$ cat config.mk
export PLATFORM = sky130hd
export DESIGN_NAME = acc_seq_ctrl
export DESIGN_NICKNAME = d
export VERILOG_FILES = /design/src/rtl/acc_seq_pkg.sv /design/src/rtl/acc_step_ctr.sv /design/src/rtl/acc_op_decode.sv /design/src/rtl/acc_alu.sv /design/src/rtl/acc_seq_ctrl.sv
export SDC_FILE = /design/constraint.sdc
export NUM_CORES = 1
export LEC_CHECK = 0
export BUFFER_PORTS_ARGS = -buffer_cell sky130_fd_sc_hd__buf_2
export CORE_UTILIZATION = 58
export CTS_BUF_LIST = sky130_fd_sc_hd__clkbuf_8
export DETAILED_ROUTE_END_ITERATION = 7
export PLACE_DENSITY = 0.81
export SETUP_SLACK_MARGIN = 0.15
export SYNTH_ARGS = -nofsm -noshare
export SYNTH_HDL_FRONTEND = slang
export SYNTH_HIERARCHICAL = 1
export SYNTH_SLANG_ARGS = --single-unit
$ cat constraint.sdc
create_clock -name clk -period 2.5 [get_ports clk]
set_input_delay 0.125 -clock clk [delete_from_list [all_inputs] [get_ports clk]]
set_output_delay 0.125 -clock clk [all_outputs]
set_load 0.01 [all_outputs]
$ cat src/rtl/acc_seq_pkg.sv
package acc_seq_pkg;
   localparam int OPC_W = 3;

   typedef enum logic [OPC_W-1:0] {
      OPC_AND  = 3'd0,
      OPC_ADD  = 3'd1,
      OPC_LDA  = 3'd2,
      OPC_STA  = 3'd3,
      OPC_BUN  = 3'd4,
      OPC_RSV5 = 3'd5,
      OPC_RSV6 = 3'd6,
      OPC_GRP  = 3'd7
   } opc_e;

   typedef struct packed {
      logic use_operand;
      logic do_and;
      logic do_add;
      logic do_lda;
      logic do_sta;
      logic do_bun;
      logic do_grp;
   } opc_cls_t;

   // step numbers; the order is the sequence of an instruction
   localparam int ST_ADDR  = 0;
   localparam int ST_FETCH = 1;
   localparam int ST_DEC   = 2;
   localparam int ST_DISP  = 3;
   localparam int ST_INDIR = 4;
   localparam int ST_EXEC  = 5;
   localparam int ST_OPND  = 6;
   localparam int ST_APPLY = 7;
endpackage

$ cat src/rtl/acc_step_ctr.sv
module acc_step_ctr #(
   parameter int W = 4
) (
   input  logic         clk,
   input  logic         rst_n,
   input  logic         clr,
   input  logic         jump,
   input  logic [W-1:0] jump_to,
   input  logic         adv,
   output logic [W-1:0] cnt
);
   localparam logic [W-1:0] ONE = {{(W-1){1'b0}}, 1'b1};

   if (W < 3) begin : g_bad_w
      $error("acc_step_ctr: W must be at least 3");
   end

   always_ff @(posedge clk or negedge rst_n) begin
      if (!rst_n)     cnt <= '0;
      else if (clr)   cnt <= '0;
      else if (jump)  cnt <= jump_to;
      else if (adv)   cnt <= cnt + ONE;
   end
endmodule

$ cat src/rtl/acc_op_decode.sv
module acc_op_decode
   import acc_seq_pkg::*;
(
   input  logic [OPC_W-1:0] opc,
   output opc_cls_t         cls
);
   always_comb begin
      cls = '0;
      case (opc)
         OPC_AND: begin cls.do_and = 1'b1; cls.use_operand = 1'b1; end
         OPC_ADD: begin cls.do_add = 1'b1; cls.use_operand = 1'b1; end
         OPC_LDA: begin cls.do_lda = 1'b1; cls.use_operand = 1'b1; end
         OPC_STA: cls.do_sta = 1'b1;
         OPC_BUN: cls.do_bun = 1'b1;
         OPC_GRP: cls.do_grp = 1'b1;
         default: cls = '0;
      endcase
   end
endmodule

$ cat src/rtl/acc_alu.sv
module acc_alu #(
   parameter int W         = 16,
   parameter bit SPLIT_ADD = 1'b0
) (
   input  logic         do_and,
   input  logic         do_add,
   input  logic         do_lda,
   input  logic [W-1:0] acc,
   input  logic [W-1:0] opnd,
   input  logic         e_in,
   output logic [W-1:0] res,
   output logic         e_out
);
   logic [W:0] sum;

   if (W < 2) begin : g_bad_w
      $error("acc_alu: W must be at least 2");
   end

   if (SPLIT_ADD) begin : g_split
      localparam int LO = W / 2;
      localparam int HI = W - LO;
      logic [LO:0] lo_s;
      logic [HI:0] hi_s;
      assign lo_s = {1'b0, acc[LO-1:0]} + {1'b0, opnd[LO-1:0]};
      assign hi_s = {1'b0, acc[W-1:LO]} + {1'b0, opnd[W-1:LO]} + {{HI{1'b0}}, lo_s[LO]};
      assign sum  = {hi_s, lo_s[LO-1:0]};
   end else begin : g_flat
      assign sum = {1'b0, acc} + {1'b0, opnd};
   end

   always_comb begin
      res   = acc;
      e_out = e_in;
      if (do_and)      res = acc & opnd;
      else if (do_add) {e_out, res} = sum;
      else if (do_lda) res = opnd;
   end
endmodule

$ cat src/rtl/acc_seq_ctrl.sv
module acc_seq_ctrl
   import acc_seq_pkg::*;
#(
   parameter int ADDR_W    = 12,
   parameter int STEP_W    = 4,
   parameter bit SPLIT_ADD = 1'b0,
   parameter int HALT_BIT  = 0,
   localparam int WORD_W   = 1 + OPC_W + ADDR_W
) (
   input  logic              clk,
   input  logic              rst_n,
   input  logic              start,
   output logic [ADDR_W-1:0] mem_addr,
   output logic              mem_rd,
   output logic              mem_wr,
   output logic [WORD_W-1:0] mem_wdata,
   input  logic [WORD_W-1:0] mem_rdata,
   output logic              grp_go,
   output logic              grp_io,
   output logic [ADDR_W-1:0] grp_code,
   output logic [ADDR_W-1:0] pc_o,
   output logic [WORD_W-1:0] ac_o,
   output logic              e_o,
   output logic              run_o,
   output logic [STEP_W-1:0] step_o
);
   localparam logic [STEP_W-1:0] S_ADDR  = STEP_W'(ST_ADDR);
   localparam logic [STEP_W-1:0] S_FETCH = STEP_W'(ST_FETCH);
   localparam logic [STEP_W-1:0] S_DEC   = STEP_W'(ST_DEC);
   localparam logic [STEP_W-1:0] S_DISP  = STEP_W'(ST_DISP);
   localparam logic [STEP_W-1:0] S_INDIR = STEP_W'(ST_INDIR);
   localparam logic [STEP_W-1:0] S_EXEC  = STEP_W'(ST_EXEC);
   localparam logic [STEP_W-1:0] S_OPND  = STEP_W'(ST_OPND);
   localparam logic [STEP_W-1:0] S_APPLY = STEP_W'(ST_APPLY);
   localparam logic [ADDR_W-1:0] PC_ONE  = {{(ADDR_W-1){1'b0}}, 1'b1};
   localparam int IND_BIT = WORD_W - 1;

   if (ADDR_W < 2) begin : g_bad_addr
      $error("acc_seq_ctrl: ADDR_W must be at least 2");
   end
   if (STEP_W < 3) begin : g_bad_step
      $error("acc_seq_ctrl: STEP_W must be at least 3");
   end
   if (HALT_BIT < 0 || HALT_BIT >= ADDR_W) begin : g_bad_halt
      $error("acc_seq_ctrl: HALT_BIT out of range");
   end

   logic [ADDR_W-1:0] pc_q, ar_q;
   logic [WORD_W-1:0] ir_q, dr_q, ac_q;
   logic              e_q, i_q, run_q;
   logic [STEP_W-1:0] step;
   opc_cls_t          cls;
   logic [WORD_W-1:0] alu_res;
   logic              alu_e;
   logic              ctr_clr, ctr_jump, ctr_adv;
   logic              halt_now;

   acc_step_ctr #(.W(STEP_W)) u_step (
      .clk     (clk),
      .rst_n   (rst_n),
      .clr     (ctr_clr),
      .jump    (ctr_jump),
      .jump_to (S_EXEC),
      .adv     (ctr_adv),
      .cnt     (step)
   );

   acc_op_decode u_dec (
      .opc (ir_q[WORD_W-2 -: OPC_W]),
      .cls (cls)
   );

   acc_alu #(.W(WORD_W), .SPLIT_ADD(SPLIT_ADD)) u_alu (
      .do_and (cls.do_and),
      .do_add (cls.do_add),
      .do_lda (cls.do_lda),
      .acc    (ac_q),
      .opnd   (dr_q),
      .e_in   (e_q),
      .res    (alu_res),
      .e_out  (alu_e)
   );

   // step sequencing
   always_comb begin
      ctr_clr  = 1'b0;
      ctr_jump = 1'b0;
      ctr_adv  = 1'b0;
      if (run_q) begin
         case (step)
            S_DISP: begin
               if (cls.do_grp)  ctr_clr  = 1'b1;
               else if (i_q)    ctr_adv  = 1'b1;
               else             ctr_jump = 1'b1;
            end
            S_EXEC: begin
               if (cls.use_operand) ctr_adv = 1'b1;
               else                 ctr_clr = 1'b1;
            end
            S_APPLY: ctr_clr = 1'b1;
            default: begin
               if (step > S_APPLY) ctr_clr = 1'b1;
               else                ctr_adv = 1'b1;
            end
         endcase
      end
   end

   // memory and dispatch strobes
   always_comb begin
      mem_rd = 1'b0;
      if (run_q) begin
         if (step == S_FETCH)                          mem_rd = 1'b1;
         else if (step == S_DISP && !cls.do_grp && i_q) mem_rd = 1'b1;
         else if (step == S_EXEC && cls.use_operand)   mem_rd = 1'b1;
      end
   end

   assign mem_wr    = run_q && (step == S_EXEC) && cls.do_sta;
   assign mem_addr  = ar_q;
   assign mem_wdata = ac_q;
   assign grp_go    = run_q && (step == S_DISP) && cls.do_grp;
   assign grp_io    = i_q;
   assign grp_code  = ar_q;
   assign halt_now  = grp_go && !i_q && ar_q[HALT_BIT];

   // run flag
   always_ff @(posedge clk or negedge rst_n) begin
      if (!rst_n)           run_q <= 1'b0;
      else if (!run_q)      run_q <= start;
      else if (halt_now)    run_q <= 1'b0;
   end

   // register transfers per step
   always_ff @(posedge clk or negedge rst_n) begin
      if (!rst_n) begin
         pc_q <= '0;
         ar_q <= '0;
         ir_q <= '0;
         dr_q <= '0;
         ac_q <= '0;
         e_q  <= 1'b0;
         i_q  <= 1'b0;
      end else if (run_q) begin
         case (step)
            S_ADDR:  ar_q <= pc_q;
            S_FETCH: pc_q <= pc_q + PC_ONE;
            S_DEC: begin
               ir_q <= mem_rdata;
               i_q  <= mem_rdata[IND_BIT];
               ar_q <= mem_rdata[ADDR_W-1:0];
            end
            S_INDIR: ar_q <= mem_rdata[ADDR_W-1:0];
            S_EXEC:  if (cls.do_bun) pc_q <= ar_q;
            S_OPND:  dr_q <= mem_rdata;
            S_APPLY: begin
               ac_q <= alu_res;
               e_q  <= alu_e;
            end
            default: ;
         endcase
      end
   end

   assign pc_o   = pc_q;
   assign ac_o   = ac_q;
   assign e_o    = e_q;
   assign run_o  = run_q;
   assign step_o = step;
endmodule


# Yosys cells after proc, flatten, opt, wreduce, memory -nomap -nowiden

Index checks and enable logic that the tools add are counted.

Flip-flop bits (word level): 78
Input port bits: 19
Word-level logic and storage cells: 90
Output and inout bits: 78

Bitwise operators: 2
Reductions and logical operators: 25
Eq/ne operators: 13
Mux-type cells: 37
Add/sub/neg operators: 3
$lt $le $gt $ge: 1

Operators by type and width:

| cell                    | number |
|---|---|
| $mux W16                | 3 |
| $pmux W12 S2            | 2 |
| $mux W1                 | 26 |
| $add A16 B16 Y17        | 1 |
| $and A16 B16 Y16        | 1 |
| $eq A4 B3 Y1 const B    | 4 |
| $add A12 B1 Y12 const B | 1 |
| $mux W12                | 1 |
| $mux W4                 | 3 |
| $logic_and A1 B1 Y1     | 9 |
| $eq A4 B2 Y1 const B    | 2 |
| $eq A3 B2 Y1 const B    | 2 |
| $eq A3 B3 Y1 const B    | 2 |
| $pmux W1 S3             | 2 |
| $reduce_and A2 Y1       | 3 |
| $reduce_and A3 Y1       | 2 |
| $reduce_bool A3 Y1      | 2 |
| $add A4 B1 Y4 const B   | 1 |
| $eq A4 B1 Y1 const B    | 1 |
| $gt A4 B3 Y1 const B    | 1 |
| $logic_not A4 Y1        | 1 |
| $reduce_and A4 Y1       | 1 |
| $reduce_bool A2 Y1      | 2 |
| $eq A3 B1 Y1 const B    | 1 |
| 6 further kinds         | 7 |

# Depth between registers and ports, before layout

Depth in word-level cells: 9
Mapped depth: 8

# Hierarchy

Netlist, hierarchy kept.

Modules (own cells, without submodules):

| module        | area each (µm²) | cells each | times used | sequential area each (µm²) |
|---|---|---|---|---|
| acc_seq_ctrl  | 3141.8          | 289        | 1          | 1551.5 |
| acc_alu       | 1360.1          | 200        | 1          | 0.0 |
| acc_step_ctr  | 225.2           | 22         | 1          | 100.1 |
| acc_op_decode | 50.0            | 7          | 1          | 0.0 |

# Worst setup path after synthesis

OpenSTA, ideal clock, no wires.

Path type: reg2reg
From: reg ac_q[0], in the netlist ac_o[0]
To: reg e_q, in the netlist e_o
Path slack: 0.117 ns
Arrival time: 2.259 ns
Setup time: 0.125 ns
Stages on the path, launching flop included: 9
Buffers on the path: 0
Path through: dfrtp_1 -> ha_1 -> fa_1 -> a21oi_1 -> o21ai_1 -> nor2b_1 -> a2111oi_0 -> o21ai_0 -> mux2_2

Cells in the longest elaborated chain, start to end: 1

Ends and longest elaborated chain:

| item                   | line                | source |
|---|---|---|
| start, declared        | acc_seq_ctrl.sv:49  | `logic [WORD_W-1:0] ir_q, dr_q, ac_q;` |
| start signal, assigned | acc_seq_ctrl.sv:157 | `ac_q <= alu_res;` |
| $add A16 B16 Y17       | acc_alu.sv:29       | `assign sum = {1'b0, acc} + {1'b0, opnd};` |
| end signal, assigned   | acc_seq_ctrl.sv:158 | `e_q <= alu_e;` |
| end, declared          | acc_seq_ctrl.sv:50  | `logic e_q, i_q, run_q;` |

No other way between the ends.
A chain may end at the register's enable or synchronous reset.

# Worst setup path after layout

From: reg dr_q[0]
To: reg ac_q[6], in the netlist ac_o[6]

Cells in the longest elaborated chain, start to end: 3

Ends and longest elaborated chain:

| item                   | line                | source |
|---|---|---|
| start, declared        | acc_seq_ctrl.sv:49  |  |
| start signal, assigned | acc_seq_ctrl.sv:155 | `S_OPND: dr_q <= mem_rdata;` |
| $add A16 B16 Y17       | acc_alu.sv:29       |  |
| $mux W16               | acc_alu.sv:36       | `else if (do_add) {e_out, res} = sum;` |
| $mux W16               | acc_alu.sv:35       | `if (do_and) res = acc & opnd;` |
| net alu_res[6]         | acc_seq_ctrl.sv:53  | `logic [WORD_W-1:0] alu_res;` |

The timed path passes the listed nets, and every way through them passes these cells.

==> results.md <==
- Slowest CP cell: dfrtp_1
- Clock Latency Late Sink: 340 ps
- Port bufs: 96
- Tot Pwr: 8.19 mW
- Nets: 632
- Num CTS Buffers: 9
- FMAX: 428 MHz
- Switch share: 46.0%
- Compound-Gate Fraction of Synth Area: 17.3%
- Synth cell count leaders: 66 x dfrtp_1, 53 x nand2_1, 39 x o21ai_0
- CTS tree: done
- Worst Clk Skew: 11.7 ps
- Worst Path Max Fanout: 3
- Mux cell area share after synthesis: 16.3%
- FF-to-FF setup slack: 160 ps
- Total placed instance area: 5180 µm²
- HPWL Detailed: 8660 µm
- Wire per inst: 17.6 µm
- Initial antenna violation count: 0
- Vias in the first global route: 3812
- Synth Register Bits: 66
- Unrepaired setup endpoints after global routing: false
- CP Launch Point: dr_q[0]
- # DRC: 0
- Cell class contributing the biggest share of worst-path delay: compound AO/OA/AOI/OAI gates
- Post-synth top flop: dfrtp_1
- Clk sink count: 66
- Yosys cell types: 70
- Cell mode on critical path: o21ai_1
- Worst hold path type: primary input to flip-flop
- Top cells by area, synth: dfrtp_1 35%, mux2_2 8.7%, mux2i_1 7.3%, buf_4 4.9%, ha_1 4.7%
- MaxCap Viol Count: 0
- Largest family of logic cells by synthesized area: compound AO/OA/AOI/OAI gates
- Number of fill cells in the layout: 608
- Critical R2R Capture: ac_o[6]
- Largest vdd supply drop: 742 µV
- Top-level I/O count: 97
- Worst Reg-to-Reg Cells: 9
- Die height: 92.8 µm
- Post-Syn Instances: 518
- Initial DRC Count: 308
- Setup violators final: 0
- FF-to-FF Start: dr_q[0]
- Synth async-reset ratio: 100%
- Final min period: 2340 ps
- Max clock buf depth: 2
- Stages on worst setup path: 9
- Gpl congestion: 0.925
- First-pass GRT wire length: 19300 µm
- Vias per cell: 6.04
- GRT Residual Overflow: 0
- Clock root buffer: clkbuf_8
- Register Area: 1660 µm²
- Combinational power share: 58.4%
- Post-Syn Area per Cell: 9.22 µm²
- TritonRoute pass-1 iters: 5
- Final cycle utilization of the critical path: 93.5%
- Critical path arrival: 2560 ps
- P_leak: 2.62 nW
- YS warnings: 6
- Top cell type's share of synthesized area: 34.6%
- DP Cell Count: 678
- Final ANT Viol Nets: 0
- Area share of fa/ha/maj cells after synthesis: 5.13%
- Count leader, synth: dfrtp_1
- Finished Layout Cells: 701
- Outcome: completed
- Slowest stage delay, CP: 430 ps
- Startpoint Class: flip-flop
- Setup TNS: 0 ps
- EDFF count, synth: 0
- Seq/Total Area, Yosys: 34.6%
- Final hold viol count: 0
- WP data required: 2720 ps
- Die width: 92.8 µm
- Core Util, Final: 71.1%
- # rows: 32
- Number of diodes: 0
- Pwr dens: 1470 nW/µm²
- Post-synthesis simple-gate area fraction: 16.1%
- Internal: 4.43 mW
- Reg clk slew, reported paths: 80 ps
- DR vias: 4237
- Gr usage total: 28.6%
- Seq pwr share: 28.1%
- Crit path cell chain: ha_4 -> fa_2 -> a21oi_4 -> buf_6 -> o21ai_1 -> a211o_1 -> a31oi_1 -> o21ai_1 -> mux2_2
- Psw: 3.76 mW
- Layout cell share with drive strength beyond 1: 34.7%
- Setup crit end kind: flip-flop
- Bufs and invs on worst path: 1
- Cell Area, Synth: 4780 µm²
- Slew @ Worst Pin: 833 ps
- Area of the multi-input gates: 2850 µm²
- H-tree depth: 3
- Largest net degree at the start of global routing: 67
- Critical path class: flip-flop to flip-flop
- Final wirelength: 12300 µm
- Initial Util: 60.9%
- Slew headroom: 44.5%
- Post-synth top area cell: dfrtp_1
- CP Capture Point: ac_o[6]
- Area of the die: 8600 µm²
- Final instance area: 5580 µm²
- Core area: 7850 µm²
- Synthesis-to-layout area growth: 16.8%
- Clk network pwr share: 13.5%
- Synth Area in XOR/XNOR: 2.02%
- Count of pins over their slew limit: 0
## flip-flops by register name, summed over array words and instances (netlist names)
| signal | cells |
|---|---|
| ac_o | 16 |
| dr_q | 16 |
| grp_code | 12 |
| pc_o | 12 |
| u_step/cnt | 4 |
| ir_q | 3 |
| e_o | 1 |
| grp_io | 1 |
| run_o | 1 |
## metal layers
| metal | vias up | wire (µm) | global-route usage, % |
|---|---|---|---|
| met2 | 190 | 6050 | 47.7 |
| li1 | 2014 | - | - |
| met1 | 2016 | 5380 | 38.7 |
| met5 | - | 0 | 0 |
| met3 | 17 | 755 | 4.43 |
| met4 | 0 | 148 | 7.69 |
## layout by cell type, fill, tap and decap left out, drive strengths merged, types with 5 or more instances in the layout
| cell | instances |
|---|---|
| a211oi | 5 |
| a21oi | 32 |
| a31oi | 7 |
| and3 | 11 |
| buf | 119 |
| clkbuf | 9 |
| dfrtp | 66 |
| ha | 18 |
| inv | 11 |
| mux2 | 38 |
| mux2i | 35 |
| nand2 | 54 |
| nand2b | 5 |
| nand3 | 15 |
| nand4 | 7 |
| nor2 | 29 |
| nor2b | 5 |
| o21ai | 41 |
| o22a | 5 |
| xnor2 | 5 |
| xor2 | 6 |
## per-stage QoR
step | hold WS (ps) | worst slack (ps)
6_report | 22.2 | 163
2_1_floorplan | -171 | 185
3_5_place_dp | 366 | 36.0
3_3_place_gp | 360 | 119
4_1_cts | 11.8 | 139
5_1_grt | 21.4 | 85.1
## kinds of logic after synthesis
| kind of cell | count (synthesis) |
|---|---|
| AO/OA/AOI/OAI | 129 |
| XOR/XNOR | 11 |
| flip-flops | 66 |
| other | 2 |
| buffers and inverters | 67 |
| adder cells (fa/ha/maj) | 19 |
| multiplexers | 73 |
| AND/OR/NAND/NOR | 151 |
## layout make-up
| class | instances | area share [%] |
|---|---|---|
| Multi-Input combinational cell | 387 | 51.1 |
| Sequential cell | 66 | 29.7 |
| Clock buffer | 9 | 2.22 |
| Clock inverter | 7 | 2.09 |
| Tap cell | 102 | 2.29 |
| Inverter | 10 | 0.673 |
| Timing Repair Buffer | 120 | 12.0 |
## power by group through the flow
stage               clock [mW]  combinational, mW  sequential (mW)
floorplan                    0               3.42             2.18
global placement             0               4.31             2.22
CTS                       1.12               4.52             2.25
finish                    1.10               4.79             2.30
global route              1.18               5.21             2.39
detailed placement           0               4.45             2.27
## worst register-to-register path, delay by kind of cell (launching register included)
family	cells	cell delay (ps)
multiplexers	1	260
AO/OA/AOI/OAI	5	820
buffers and inverters	1	130
flip-flops	1	430
adder cells (fa/ha/maj)	2	580
## worst min path at each step
stage | from | end | depth (start not counted)
finish | start | run_o | 3
CTS | start | run_o | 3
detailed placement | rst_n | pc_o[0] | 2
floorplan | rst_n | ac_o[0] | 0
global route | mem_rdata[10] | dr_q[10] | 2
global placement | rst_n | grp_code[0] | 2
## timing repair
item | in CTS | in global routing
hold buffers | 1 | 0
setup buffers | 1 | 5
endpoints found under the hold margin | 21 | 0
resized for setup | 5 | 23
endpoints found under the setup margin | 2 | 10
pin swaps | 1 | 7
Note: power is estimated with default switching activity, not from simulation.
